--- src/rtl/chan_irq_pkg.sv ---
package chan_irq_pkg;

    typedef enum logic {
        TRIG_LEVEL  = 1'b0,
        TRIG_CHANGE = 1'b1
    } trig_kind_e;

    // Decide whether one channel's condition holds this cycle.
    function automatic logic chan_hit(input trig_kind_e kind,
                                      input logic       pol,
                                      input logic       cur,
                                      input logic       prev);
        logic hit;
        if (kind == TRIG_CHANGE) begin
            hit = cur ^ prev;
        end else begin
            hit = ~(cur ^ pol);
        end
        return hit;
    endfunction

endpackage

--- src/rtl/chan_irq_sync.sv ---
module chan_irq_sync #(
    parameter int W      = 12,
    parameter int STAGES = 2
) (
    input  logic         clk,
    input  logic         rst_n,
    input  logic [W-1:0] raw,
    output logic [W-1:0] cur,
    output logic [W-1:0] prev
);
    localparam int LAST = STAGES - 1;

    typedef struct packed {
        logic [STAGES-1:0][W-1:0] stg;
        logic [W-1:0]             old;
    } sync_state_t;

    sync_state_t s_d, s_q;

    always_comb begin
        s_d        = s_q;
        s_d.stg[0] = raw;
        for (int k = 1; k < STAGES; k++) begin
            s_d.stg[k] = s_q.stg[k-1];
        end
        s_d.old = s_q.stg[LAST];
    end

    always_ff @(posedge clk or negedge rst_n) begin
        if (!rst_n) begin
            s_q <= '0;
        end else begin
            s_q <= s_d;
        end
    end

    assign cur  = s_q.stg[LAST];
    assign prev = s_q.old;

endmodule

--- src/rtl/chan_irq_cfg.sv ---
module chan_irq_cfg #(
    parameter int NUM_CH = 12
) (
    input  logic              clk,
    input  logic              rst_n,
    input  logic              en_we,
    input  logic [NUM_CH-1:0] en_wdata,
    input  logic              kind_we,
    input  logic [NUM_CH-1:0] kind_wdata,
    input  logic              pol_we,
    input  logic [NUM_CH-1:0] pol_wdata,
    output logic [NUM_CH-1:0] en,
    output logic [NUM_CH-1:0] kind,
    output logic [NUM_CH-1:0] pol
);
    typedef struct packed {
        logic [NUM_CH-1:0] en;
        logic [NUM_CH-1:0] kind;
        logic [NUM_CH-1:0] pol;
    } cfg_state_t;

    cfg_state_t c_d, c_q;

    always_comb begin
        c_d = c_q;
        if (en_we)   c_d.en   = en_wdata;
        if (kind_we) c_d.kind = kind_wdata;
        if (pol_we)  c_d.pol  = pol_wdata;
    end

    always_ff @(posedge clk or negedge rst_n) begin
        if (!rst_n) begin
            c_q <= '0;
        end else begin
            c_q <= c_d;
        end
    end

    assign en   = c_q.en;
    assign kind = c_q.kind;
    assign pol  = c_q.pol;

endmodule

--- src/rtl/chan_irq_cell.sv ---
module chan_irq_cell
    import chan_irq_pkg::*;
(
    input  logic       clk,
    input  logic       rst_n,
    input  logic       en,
    input  trig_kind_e kind,
    input  logic       pol,
    input  logic       cur,
    input  logic       prev,
    input  logic       clr,
    output logic       set_o,
    output logic       pend_o
);
    typedef struct packed {
        logic pend;
    } cell_state_t;

    cell_state_t p_d, p_q;
    logic        set_now;

    always_comb begin
        set_now    = en & chan_hit(kind, pol, cur, prev);
        p_d        = p_q;
        // set has priority over a simultaneous clear
        p_d.pend   = (p_q.pend & ~clr) | set_now;
    end

    always_ff @(posedge clk or negedge rst_n) begin
        if (!rst_n) begin
            p_q <= '0;
        end else begin
            p_q <= p_d;
        end
    end

    assign set_o  = set_now;
    assign pend_o = p_q.pend;

endmodule

--- src/rtl/chan_irq_detect.sv ---
module chan_irq_detect
    import chan_irq_pkg::*;
#(
    parameter int NUM_CH      = 12,
    parameter int SYNC_STAGES = 2
) (
    input  logic              clk,
    input  logic              rst_n,
    input  logic [NUM_CH-1:0] chan_in,
    input  logic              en_we,
    input  logic [NUM_CH-1:0] en_wdata,
    input  logic              kind_we,
    input  logic [NUM_CH-1:0] kind_wdata,
    input  logic              pol_we,
    input  logic [NUM_CH-1:0] pol_wdata,
    input  logic              clr_we,
    input  logic [NUM_CH-1:0] clr_wdata,
    output logic [NUM_CH-1:0] pending,
    output logic              irq
);
    logic [NUM_CH-1:0] sync_cur;
    logic [NUM_CH-1:0] sync_prev;
    logic [NUM_CH-1:0] cfg_en;
    logic [NUM_CH-1:0] cfg_kind;
    logic [NUM_CH-1:0] cfg_pol;
    logic [NUM_CH-1:0] clr_vec;
    logic [NUM_CH-1:0] set_vec;

    chan_irq_sync #(
        .W      (NUM_CH),
        .STAGES (SYNC_STAGES)
    ) sync_i (
        .clk   (clk),
        .rst_n (rst_n),
        .raw   (chan_in),
        .cur   (sync_cur),
        .prev  (sync_prev)
    );

    chan_irq_cfg #(
        .NUM_CH (NUM_CH)
    ) cfg_i (
        .clk        (clk),
        .rst_n      (rst_n),
        .en_we      (en_we),
        .en_wdata   (en_wdata),
        .kind_we    (kind_we),
        .kind_wdata (kind_wdata),
        .pol_we     (pol_we),
        .pol_wdata  (pol_wdata),
        .en         (cfg_en),
        .kind       (cfg_kind),
        .pol        (cfg_pol)
    );

    assign clr_vec = clr_we ? clr_wdata : '0;

    for (genvar gi = 0; gi < NUM_CH; gi++) begin : g_cell
        chan_irq_cell cell_i (
            .clk    (clk),
            .rst_n  (rst_n),
            .en     (cfg_en[gi]),
            .kind   (trig_kind_e'(cfg_kind[gi])),
            .pol    (cfg_pol[gi]),
            .cur    (sync_cur[gi]),
            .prev   (sync_prev[gi]),
            .clr    (clr_vec[gi]),
            .set_o  (set_vec[gi]),
            .pend_o (pending[gi])
        );
    end

    assign irq = |pending;

endmodule

--- config.mk ---
export PLATFORM = sky130hd
export DESIGN_NAME = chan_irq_detect
export DESIGN_NICKNAME = d
export VERILOG_FILES = /design/src/rtl/chan_irq_pkg.sv /design/src/rtl/chan_irq_sync.sv /design/src/rtl/chan_irq_cfg.sv /design/src/rtl/chan_irq_cell.sv /design/src/rtl/chan_irq_detect.sv
export SDC_FILE = /design/constraint.sdc
export NUM_CORES = 1
export LEC_CHECK = 0
export BUFFER_PORTS_ARGS = -buffer_cell sky130_fd_sc_hd__buf_2
export CAP_MARGIN = 10
export CORE_MARGIN = 1
export CORE_UTILIZATION = 56
export CTS_CLUSTER_SIZE = 40
export DETAILED_ROUTE_END_ITERATION = 10
export PLACE_DENSITY = 0.88
export RECOVER_POWER = 25
export SYNTH_ARGS = -nofsm -noshare
export SYNTH_HDL_FRONTEND = slang
export SYNTH_SLANG_ARGS = --single-unit
--- constraint.sdc ---
create_clock -name clk -period 2 [get_ports clk]
set_input_delay 0.1 -clock clk [delete_from_list [all_inputs] [get_ports clk]]
set_output_delay 0.1 -clock clk [all_outputs]
set_load 0.05 [all_outputs]
Yosys cells after proc, flatten, opt, wreduce, memory -nomap -nowiden. Cells that the tools add are included.

Add/sub/neg operators: 0. Multiply operators: 0. Div/mod/pow operators: 0. Order comparisons: 0. Equality and inequality tests: 0. Shifts and indexed selects: 0. Muxes and demuxes: 13. Bitwise operators: 84. Reduce and logical (&&, ||, !) cells: 1.

Operator list (count): 1-bit bitwise AND (24); 1-bit NOT (24); 1-bit XOR (24); 1-bit 2-to-1 mux (12); 12-bit 2-to-1 mux (1); 1-bit bitwise OR (12); 12-bit OR reduction (1).

Register bits: 84. Latch bits: 0. Bits in writable memories: 0. Memory bits (read-only): 0. Bits of input ports: 66. Output and inout bits: 13. Logic and storage cells: 116. Memories: 0.

Depth between registers and ports, before layout. Gate-level depths: netlist of run 1.

Depth in word-level cells: 5. Depth in mapped cells: 3. Mapped depth without buffers: 3.

Cells and area by module. From an unflattened synthesis of run 1, not the netlist that was laid out.

Cell total of the unflattened synthesis: 236. Area total of the unflattened synthesis: 3388.2 um^2.

Modules (own cells, without submodules): chan_irq_cfg (instances 1, cells an instance 75, area an instance 1452.6 um^2, sequential area each 900.9 um^2); chan_irq_sync (instances 1, cells an instance 48, area an instance 991.0 um^2, sequential area each 900.9 um^2); chan_irq_cell (instances 12, cells an instance 8, area an instance 70.1 um^2, sequential area each 25.0 um^2); chan_irq_detect (instances 1, cells an instance 17, area an instance 103.8 um^2, sequential area each 0.0 um^2).

Worst setup path before layout of run 1. Ideal clock, no wire load.

Path kind: reg-to-reg. Start point: reg cfg_i.c_q, in the netlist cfg_i.kind[10]. End point: reg g_cell[10].cell_i.p_q. Setup time: 122 ps. Data arrival time: 1076 ps. Data required time: 1878 ps. Setup slack: 802 ps. Stages on the path, launching flop included: 4. Buffers on the path: 0. Clock period less this slack: 1198 ps. Path through: dfrtp_1 -> and2_4 -> or3_1 -> a32o_1.

Longest elaborated chain between the ends: 3.

RTL lines: start: declaration (RTL line chan_irq_cfg.sv:22) `cfg_state_t c_d, c_q;`; start signal: assignment (RTL line chan_irq_cfg.sv:33) `c_q <= '0;`; start signal: assignment (RTL line chan_irq_cfg.sv:35) `c_q <= c_d;`; 1-bit 2-to-1 mux (RTL line chan_irq_pkg.sv:14) `if (kind == TRIG_CHANGE) begin`; 1-bit bitwise AND (RTL line chan_irq_cell.sv:23) `set_now = en & chan_hit(kind, pol, cur, prev);`; 1-bit bitwise OR (RTL line chan_irq_cell.sv:26) `p_d.pend = (p_q.pend & ~clr) | set_now;`; net g_cell[10].cell_i.p_d (RTL line chan_irq_cell.sv:19) `cell_state_t p_d, p_q;`; end signal: assignment (RTL line chan_irq_cell.sv:33) `p_q <= p_d;`; end: declaration (RTL line chan_irq_cell.sv:19).

The timed path passes the listed nets, and every way through them passes these cells. A chain may end at the register's enable or synchronous reset.

Worst setup path in the final report of run 1.
Start point: reg g_cell[2].cell_i.p_q. End point: out irq.

Longest elaborated chain between the ends: 1.

RTL lines: start: declaration (RTL line chan_irq_cell.sv:19); start signal: assignment (RTL line chan_irq_cell.sv:33); 12-bit OR reduction (RTL line chan_irq_detect.sv:73) `assign irq = |pending;`; end: declaration (RTL line chan_irq_detect.sv:19) `output logic irq`.

Every way passes these cells.

==> results of run 1 <==
-- stage by stage --
step	util	total power, mW
after CTS	0.783	3.59
after global placement	0.668	2.52
final	0.784	3.61
after floorplan	-	2.41
after global routing	0.784	3.74
after detailed placement	0.668	2.55
-- layer usage --
layer,GRT usage,part of all wire,vias up
met1,0.296,0.39,1052
met5,0,0,-
li1,-,-,982
met4,0.0981,0.011,0
met2,0.454,0.55,72
met3,0.0802,0.045,12
-- where the power goes --
| group | switching (mW) | leakage [nW] | internal (mW) |
|---|---|---|---|
| Combinational | 0.351 | 0.811 | 0.284 |
| Clock | 0.560 | 0.0735 | 0.445 |
| Sequential | 0.111 | 0.974 | 1.86 |
-- logic make-up (layout without fill, tap and decap cells) --
family | Yosys count | in the layout | synth area share
flops | 84 | 84 | 0.681
simple gates | 52 | 52 | 0.0944
mux | 36 | 36 | 0.131
compound gates | 24 | 24 | 0.0583
buf+inv | 16 | 141 | 0.0352
-- cell usage after synthesis --
cell,number
dfrtp_1,84
mux2_2,36
a32o_1,12
buf_4,12
nand2_1,12
nor2_1,12
o21ai_0,12
or3_1,12
and2_4,11
buf_2,3
nor4_1,3
and2_1,1
clkbuf_1,1
nand3_1,1
-- worst paths after layout --
kind,start,to,slack [ns],depth (start not counted)
worst max register to register,cfg_i.kind[9],g_cell[9].cell_i.pend_o,0.70,3
min in group asynchronous,rst_n,cfg_i.pol[1],0.47,2
max in group asynchronous,rst_n,sync_i.prev[2],0.66,3
worst min register to register,sync_i.s_d[29],sync_i.cur[5],0.34,0
worst min-delay path,kind_wdata[2],cfg_i.kind[2],0.01,2
worst max-delay path,g_cell[2].cell_i.pend_o,irq,0.37,3
-- state kept, by name, summed over array words and instances (netlist names) --
register	flops
cfg_i.pol	12
sync_i.s_d	12
cfg_i.en	12
sync_i.prev	12
g_cell.cell_i.pend_o	12
sync_i.cur	12
cfg_i.kind	12
-- final cells by class --
type	count	area, sq um
flip-flops and latches	84	2100
fillers	300	1120
multi-input cells	112	877
repair buffers	126	865
clock buffers	13	139
well taps	70	87.6
clock inverters	2	12.5
-- what timing repair did --
item	4_1_cts	5_1_grt
endpoints found under the setup margin	0	0
endpoints found under the hold margin	86	1
hold buffers	45	1
==> results.toml, run 1 <==
[routing]
num_vias = 2118
wl_per_cell_um = 17.3
vias_per_cell = 5.20
first_pass_iters = 4
ant_nets = 0
wl_um = 7020
drtIter0Drc = 107
drc_errors = 0

[placed_design]
port_buffers = 78
dp.cells = 346
place_ws_ns = 0.724
place_area_sq_um = 3470
place_hpwl_um = 4090
gp_congestion = 0.769

[final_layout]
layout_commonest_cell = "dfrtp_1"
layout-drive-gt1-share = 0.407
layout.cells.non_filler = 407
final_area_sq_um = 4080
num-nets-final = 399
antenna_cells = 0
syn_to_final_growth_pct = 32.2
final_cell_mix = "dfrtp_1, buf_2, dlygate4sd3_1, mux2_2"

[setup_path]
path_class = "flop to output port"
cp.required_ns = 1.90
crit_path_top_delay_cell = "nor4_1"
path_cells = "nor4_1 > nand3_1 > buf_2"
cp.arrival_ns = 1.53
end_kind = "output port"
slowest_delay_ns = 0.43
timing.critical_path.buf_inv = 1
worst-path-max-fanout = 3
worstSetupStartpointType = "flop"
crit_family = "simple AND/OR/NAND/NOR gates"

[clock_tree]
worstSkewPairLatency_ns = 0.35
cts_tree = "built"
cts_root_buf = "clkbuf_8"
cts_resized = 0
cts_setup_buffers = 0
cts_sinks = 84
cts_buffers = 9
clockBufferDepth = 2
htree_levels = 3
clk_pin_slew_worst_paths_ns = 0.07

[floorplan]
io_pins = 79
rows = 26
core_sq_um = 5200
die-area_sq_um = 5810
die_height_um = 76.3
die_w_um = 76.3
initial_core_util = 0.593

[synth]
ys_ff_latch = 84
synth.avg_cell_area_sq_um = 14.6
syn_nets = 278
yosysTopAreaCell = "dfrtp_1"
netlist_instances = 212
seq_area_frac_synth = 0.681
synth_cell_types = 14
synth-warning-count = 0
synth_area_leaders = "dfrtp_1, mux2_2, a32o_1, and2_4, buf_4"
synth_area_sq_um = 3090
synth_top_area_share = 0.681

[global_routing]
grt_pass1_wl_um = 10800
overflow = 0
antenna_found_initial = 0
grt.total_usage = 0.259
grt_pass1_vias = 2255
grt_max_degree = 45

[min_path]
hold_class = "input pin to flop"

[power_and_ir_drop]
vdd_drop_max_mv = 0.640
p_per_area_nw_per_um2 = 883
p_leak_nw = 1.86

[sta]
slew_headroom = 0.323
fin_crit_ns = 1.63
setup_viol = 0
worst_slack_ns = 0.370
hold_viol = 0
rsz0062_at_grt = "false"
skew_ns = 0.0108
finalMaxSlewViolations = 0
holdWs_ns = 0.0125
worst_pin_slew_ns = 1.02
clock.fmax_ghz = 0.614
min_period_over_period = 0.815
finalSetupTns_ns = 0

[run_status]
status = "finished, final reports clean"

[flow_run]
cap_violations = 0
(Power assumes the default switching activity.)
==> inputs of run 2 (changes only) <==
Settings changed: CORE_UTILIZATION 56 to 47, PLACE_DENSITY 0.88 to 0.79.
Clock period 2 ns to 1.4 ns, I/O delays scaled along.
==> run 2 against run 1 <==
Power rose by 49%. The run now ends with negative setup slack left. Cell count rose by 2.7%. Register-to-register slack got worse by 0.56 ns. Largest cell class unchanged.
==> results.toml, run 2 (same netlist as run 1, synthesis figures left out) <==
[setup_path]
slowest_delay_ns = 0.39
path_cells = "nor4_2 > nand3_1 > buf_6"
worst-path-max-fanout = 2
cp.required_ns = 1.33
crit_path_top_delay_cell = "dfrtp_1"
cp.arrival_ns = 1.39
path_class = "flop to output port"
end_kind = "output port"
worstSetupStartpointType = "flop"

[routing]
top_layer = "met4"
vias_per_cell = 4.94
drtIter0Drc = 71
wl_um = 6150
met1_length_um = 2670
ant_nets = 0
met3_length_um = 257
wl_met2_um = 3120
first_pass_iters = 4
drc_errors = 0
wl_per_cell_um = 14.7
num_vias = 2067

[floorplan]
io_pins = 79
rows = 29
core_sq_um = 6350
die_height_um = 83.1
initial_core_util = 0.486
die-area_sq_um = 6900
die_w_um = 83.1

[final_layout]
layout-drive-gt1-share = 0.425
num-nets-final = 403
regArea_sq_um = 2100
final_cell_mix = "dfrtp_1, buf_2, dlygate4sd3_1, mux2_2"
syn_to_final_growth_pct = 36.0
fillers = 480
multi_input_area_sq_um = 896
layout_commonest_cell = "dfrtp_1"
antenna_cells = 0
fin_util = 0.661
final_area_sq_um = 4200

[clock_tree]
cts_sinks = 84
cts_tree = "built"
worstSkewPairLatency_ns = 0.34
clockBufferDepth = 2
cts_buffers = 9
cts_root_buf = "clkbuf_8"
htree_levels = 3
clk_pin_slew_worst_paths_ns = 0.08

[min_path]
hold_class = "input pin to flop"

[sta]
rsz0062_at_grt = "true"
finalMaxSlewViolations = 0
hold_viol = 0
setup_viol = 1
skew_ns = 0.00896
worst_slack_ns = -0.0626
worst_pin_slew_ns = 1.02
min_period_over_period = 1.04
slew_headroom = 0.323
fin_crit_ns = 1.46
clock.fmax_ghz = 0.684

[global_routing]
overflow = 0
grt_max_degree = 85
grt_pass1_vias = 2211
antenna_found_initial = 0
grt.total_usage = 0.198
grt_pass1_wl_um = 10400

[power_and_ir_drop]
internal_power_mw = 3.92
p_per_area_nw_per_um2 = 1280
switchingPower_mw = 1.44
pwr-share-seq = 0.523
comb_power_share = 0.170
vdd_drop_max_mv = 1.02
p_sw_frac = 0.269
clkPwrFrac = 0.307
p_leak_nw = 1.91

[placed_design]
place_hpwl_um = 3860
place_area_sq_um = 3490
port_buffers = 78
gp_congestion = 0.703

[run_status]
status = "finished with violations"
violations = "negative setup slack"

[flow_run]
cap_violations = 0
[run 2: cell types whose count changed in the layout (fill, tap and decap cells not counted), moves of 2 or more]
cell | before | now
dlygate4sd3_1 | 46 | 50
nor4_2 | 0 | 3
clkinv_2 | 1 | 3
clkbuf_1 | 5 | 0
nor4_1 | 3 | 0
[run 2: power by group through the flow]
stage | logic [mW] | clock network [mW] | registers [mW]
after floorplan | 0.646 | 0 | 2.80
after global placement | 0.782 | 0 | 2.84
after detailed placement | 0.803 | 0 | 2.85
after CTS | 0.925 | 1.70 | 2.80
after global routing | 0.986 | 1.79 | 2.84
final | 0.913 | 1.65 | 2.80
[run 2: timing repair]
action / in CTS / in global routing
resized for setup: 4 / 1
endpoints found under the hold margin: 133 / 0
pin swaps: 2 / 2
hold buffers: 50 / 0
setup buffers: 1 / 0
endpoints found under the setup margin: 1 / 1
[run 2: per-stage QoR]
stage	TNS (ns)	setup slack, ns	total power, mW	hold WS [ns]	std cells
after floorplan	0	0.202	3.44	-0.226	212
after global placement	0	0.150	3.62	0.133	352
after detailed placement	0	0.137	3.65	0.140	352
after CTS	-0.0723	-0.0723	5.43	0.00212	418
after global routing	-0.131	-0.131	5.62	0.0236	418
final	-0.0626	-0.0626	5.37	0.0115	418
[run 2: metal layers]
metal / up-vias / global-route usage
li1: 983 / -
met4: 0 / 0.0752
met5: - / 0
met3: 7 / 0.0487
met1: 1027 / 0.248
met2: 50 / 0.335
[run 2: worst paths after layout]
path                                    startpoint                      end  slack, ns  depth (start not counted)
hold reg to reg                     sync_i.s_d[32]            sync_i.cur[8]       0.35                          0
min in group asynchronous                    rst_n            cfg_i.kind[7]       0.52                          3
max in group asynchronous                    rst_n           sync_i.prev[9]       0.20                          3
setup / recovery           g_cell[0].cell_i.pend_o                      irq      -0.06                          3
setup reg to reg                     cfg_i.kind[1]  g_cell[1].cell_i.pend_o       0.14                          3
hold / removal                        clr_wdata[4]  g_cell[4].cell_i.pend_o       0.01                          3
[run 2: worst max-delay path: cells and delay by family, from the launching register on]
kind	cells	cell delay, ns
simple gates	2	0.47
flops	1	0.39
buf+inv	1	0.18
[run 2: cell type report]
type,instances,share of cell area
clock buffers,10,0.0328
clock inverters,5,0.0125
multi-input cells,112,0.213
flip-flops and latches,84,0.501
well taps,77,0.0229
repair buffers,130,0.218
==> inputs of run 3 (changes only) <==
Settings changed: BUFFER_PORTS_ARGS -buffer_cell sky130_fd_sc_hd__buf_2 to -buffer_cell sky130_fd_sc_hd__clkbuf_2.
==> run 3 against run 2 <==
The run still ends with negative setup slack left. Core utilization grew 1.2 points. Clock power is 4% lower. Register-to-register slack is essentially flat. Clock-buffer cell count grew 4. Power shrank 0.32%. Hold slack better by 0.0017 ns. Sequential share of layout area down 0.86 points.
==> results.toml, run 3 (same netlist as run 1, synthesis figures left out) <==
[run_status]
status = "finished with violations"
violations = "negative setup slack"

[final_layout]
final_cell_mix = "dfrtp_1, clkbuf_2, dlygate4sd3_1, mux2_2"
antenna_cells = 0
num-nets-final = 409
syn_to_final_growth_pct = 38.5
layout_commonest_cell = "dfrtp_1"
fin_util = 0.673
final_area_sq_um = 4280
layout-drive-gt1-share = 0.420

[floorplan]
initial_core_util = 0.486
die_height_um = 83.1
die_w_um = 83.1
rows = 29
core_sq_um = 6350
die-area_sq_um = 6900
io_pins = 79

[placed_design]
place_ws_ns = 0.146
place_hpwl_um = 4000
gp_congestion = 0.722
place_area_sq_um = 3520
port_buffers = 78

[sta]
worst_slack_ns = -0.129
worst_pin_slew_ns = 0.826
finalMaxSlewViolations = 0
slew_headroom = 0.449
hold_viol = 0
fin_crit_ns = 1.53
finalSetupTns_ns = -0.129
min_period_over_period = 1.09
clock.fmax_ghz = 0.654
holdWs_ns = 0.0131
skew_ns = 0.00947
rsz0062_at_grt = "true"
setup_viol = 1

[global_routing]
grt_pass1_wl_um = 10800
grt.total_usage = 0.205
grt_max_degree = 33
overflow = 0
antenna_found_initial = 0
grt_pass1_vias = 2313

[clock_tree]
cts_buffers = 9
cts_sinks = 84
cts_root_buf = "clkbuf_8"
worstSkewPairLatency_ns = 0.33
clockBufferDepth = 2
htree_levels = 3
cts_tree = "built"
clk_pin_slew_worst_paths_ns = 0.08

[setup_path]
worst-path-max-fanout = 3
cp.required_ns = 1.33
r2r-start = "cfg_i.kind[1]"
path_class = "flop to output port"
end_kind = "output port"
cp.arrival_ns = 1.46
critPathLaunch = "g_cell[6].cell_i.pend_o"
worstSetupStartpointType = "flop"

[routing]
drc_errors = 0
num_vias = 2113
drtIter0Drc = 75
met1_length_um = 2660
top_layer = "met4"
wl_um = 6280
wl_met2_um = 3300
first_pass_iters = 6
wl_per_cell_um = 14.8
ant_nets = 0
vias_per_cell = 4.97
met3_length_um = 224

[power_and_ir_drop]
p_leak_nw = 1.95
p_per_area_nw_per_um2 = 1250
vdd_drop_max_mv = 0.941

[min_path]
hold_class = "input pin to flop"
hold_start = "clr_wdata[0]"

[flow_run]
cap_violations = 0
## run 3: critical path, cell delays in order, from the launching register on
cell and delay, ns:
dfrtp_1 0.41, nor4_2 0.43, nand3_4 0.11, buf_8 0.17
## run 3: repair_timing
| item | CTS | global route |
|---|---|---|
| hold buffers | 52 | 0 |
| setup endpoints to repair | 1 | 1 |
| pin swaps | 1 | 1 |
| resized for setup | 5 | 4 |
| setup buffers | 2 | 1 |
| endpoints found under the hold margin | 81 | 0 |
## run 3: final timing paths
kind / end / slack [ns] / cells past startpoint
setup / recovery: irq / -0.13 / 3
hold / removal: g_cell[0].cell_i.pend_o / 0.01 / 3
setup reg to reg: g_cell[1].cell_i.pend_o / 0.13 / 3
hold reg to reg: sync_i.cur[4] / 0.35 / 0
max in group asynchronous: sync_i.s_d[28] / 0.36 / 3
min in group asynchronous: cfg_i.kind[8] / 0.39 / 2
## run 3: layout make-up
cell class / instances / area (sq um)
sequential: 84 / 2100
tap: 77 / 96.3
clock inverter: 2 / 35.0
timing repair buffer: 136 / 990
clock buffer: 14 / 143
fill: 454 / 2070
multi-input combinational: 112 / 908
## run 3: stage by stage
| step | total power [mW] | cells |
|---|---|---|
| floorplan | 3.44 | 212 |
| global placement | 3.63 | 354 |
| detailed placement | 3.66 | 354 |
| CTS | 5.39 | 424 |
| global route | 5.62 | 425 |
| finish | 5.35 | 425 |
## run 3: power breakdown
part / internal (mW) / total, mW / switching (mW) / leakage (nW)
Clock: 0.827 / 1.59 / 0.758 / 0.0887
Sequential: 2.65 / 2.81 / 0.155 / 0.973
Combinational: 0.445 / 0.957 / 0.512 / 0.890
## run 3: routing by layer
metal	global-route usage	vias up
met4	0.0956	0
li1	-	1005
met1	0.251	1045
met2	0.345	55
met5	0	-
met3	0.0487	8
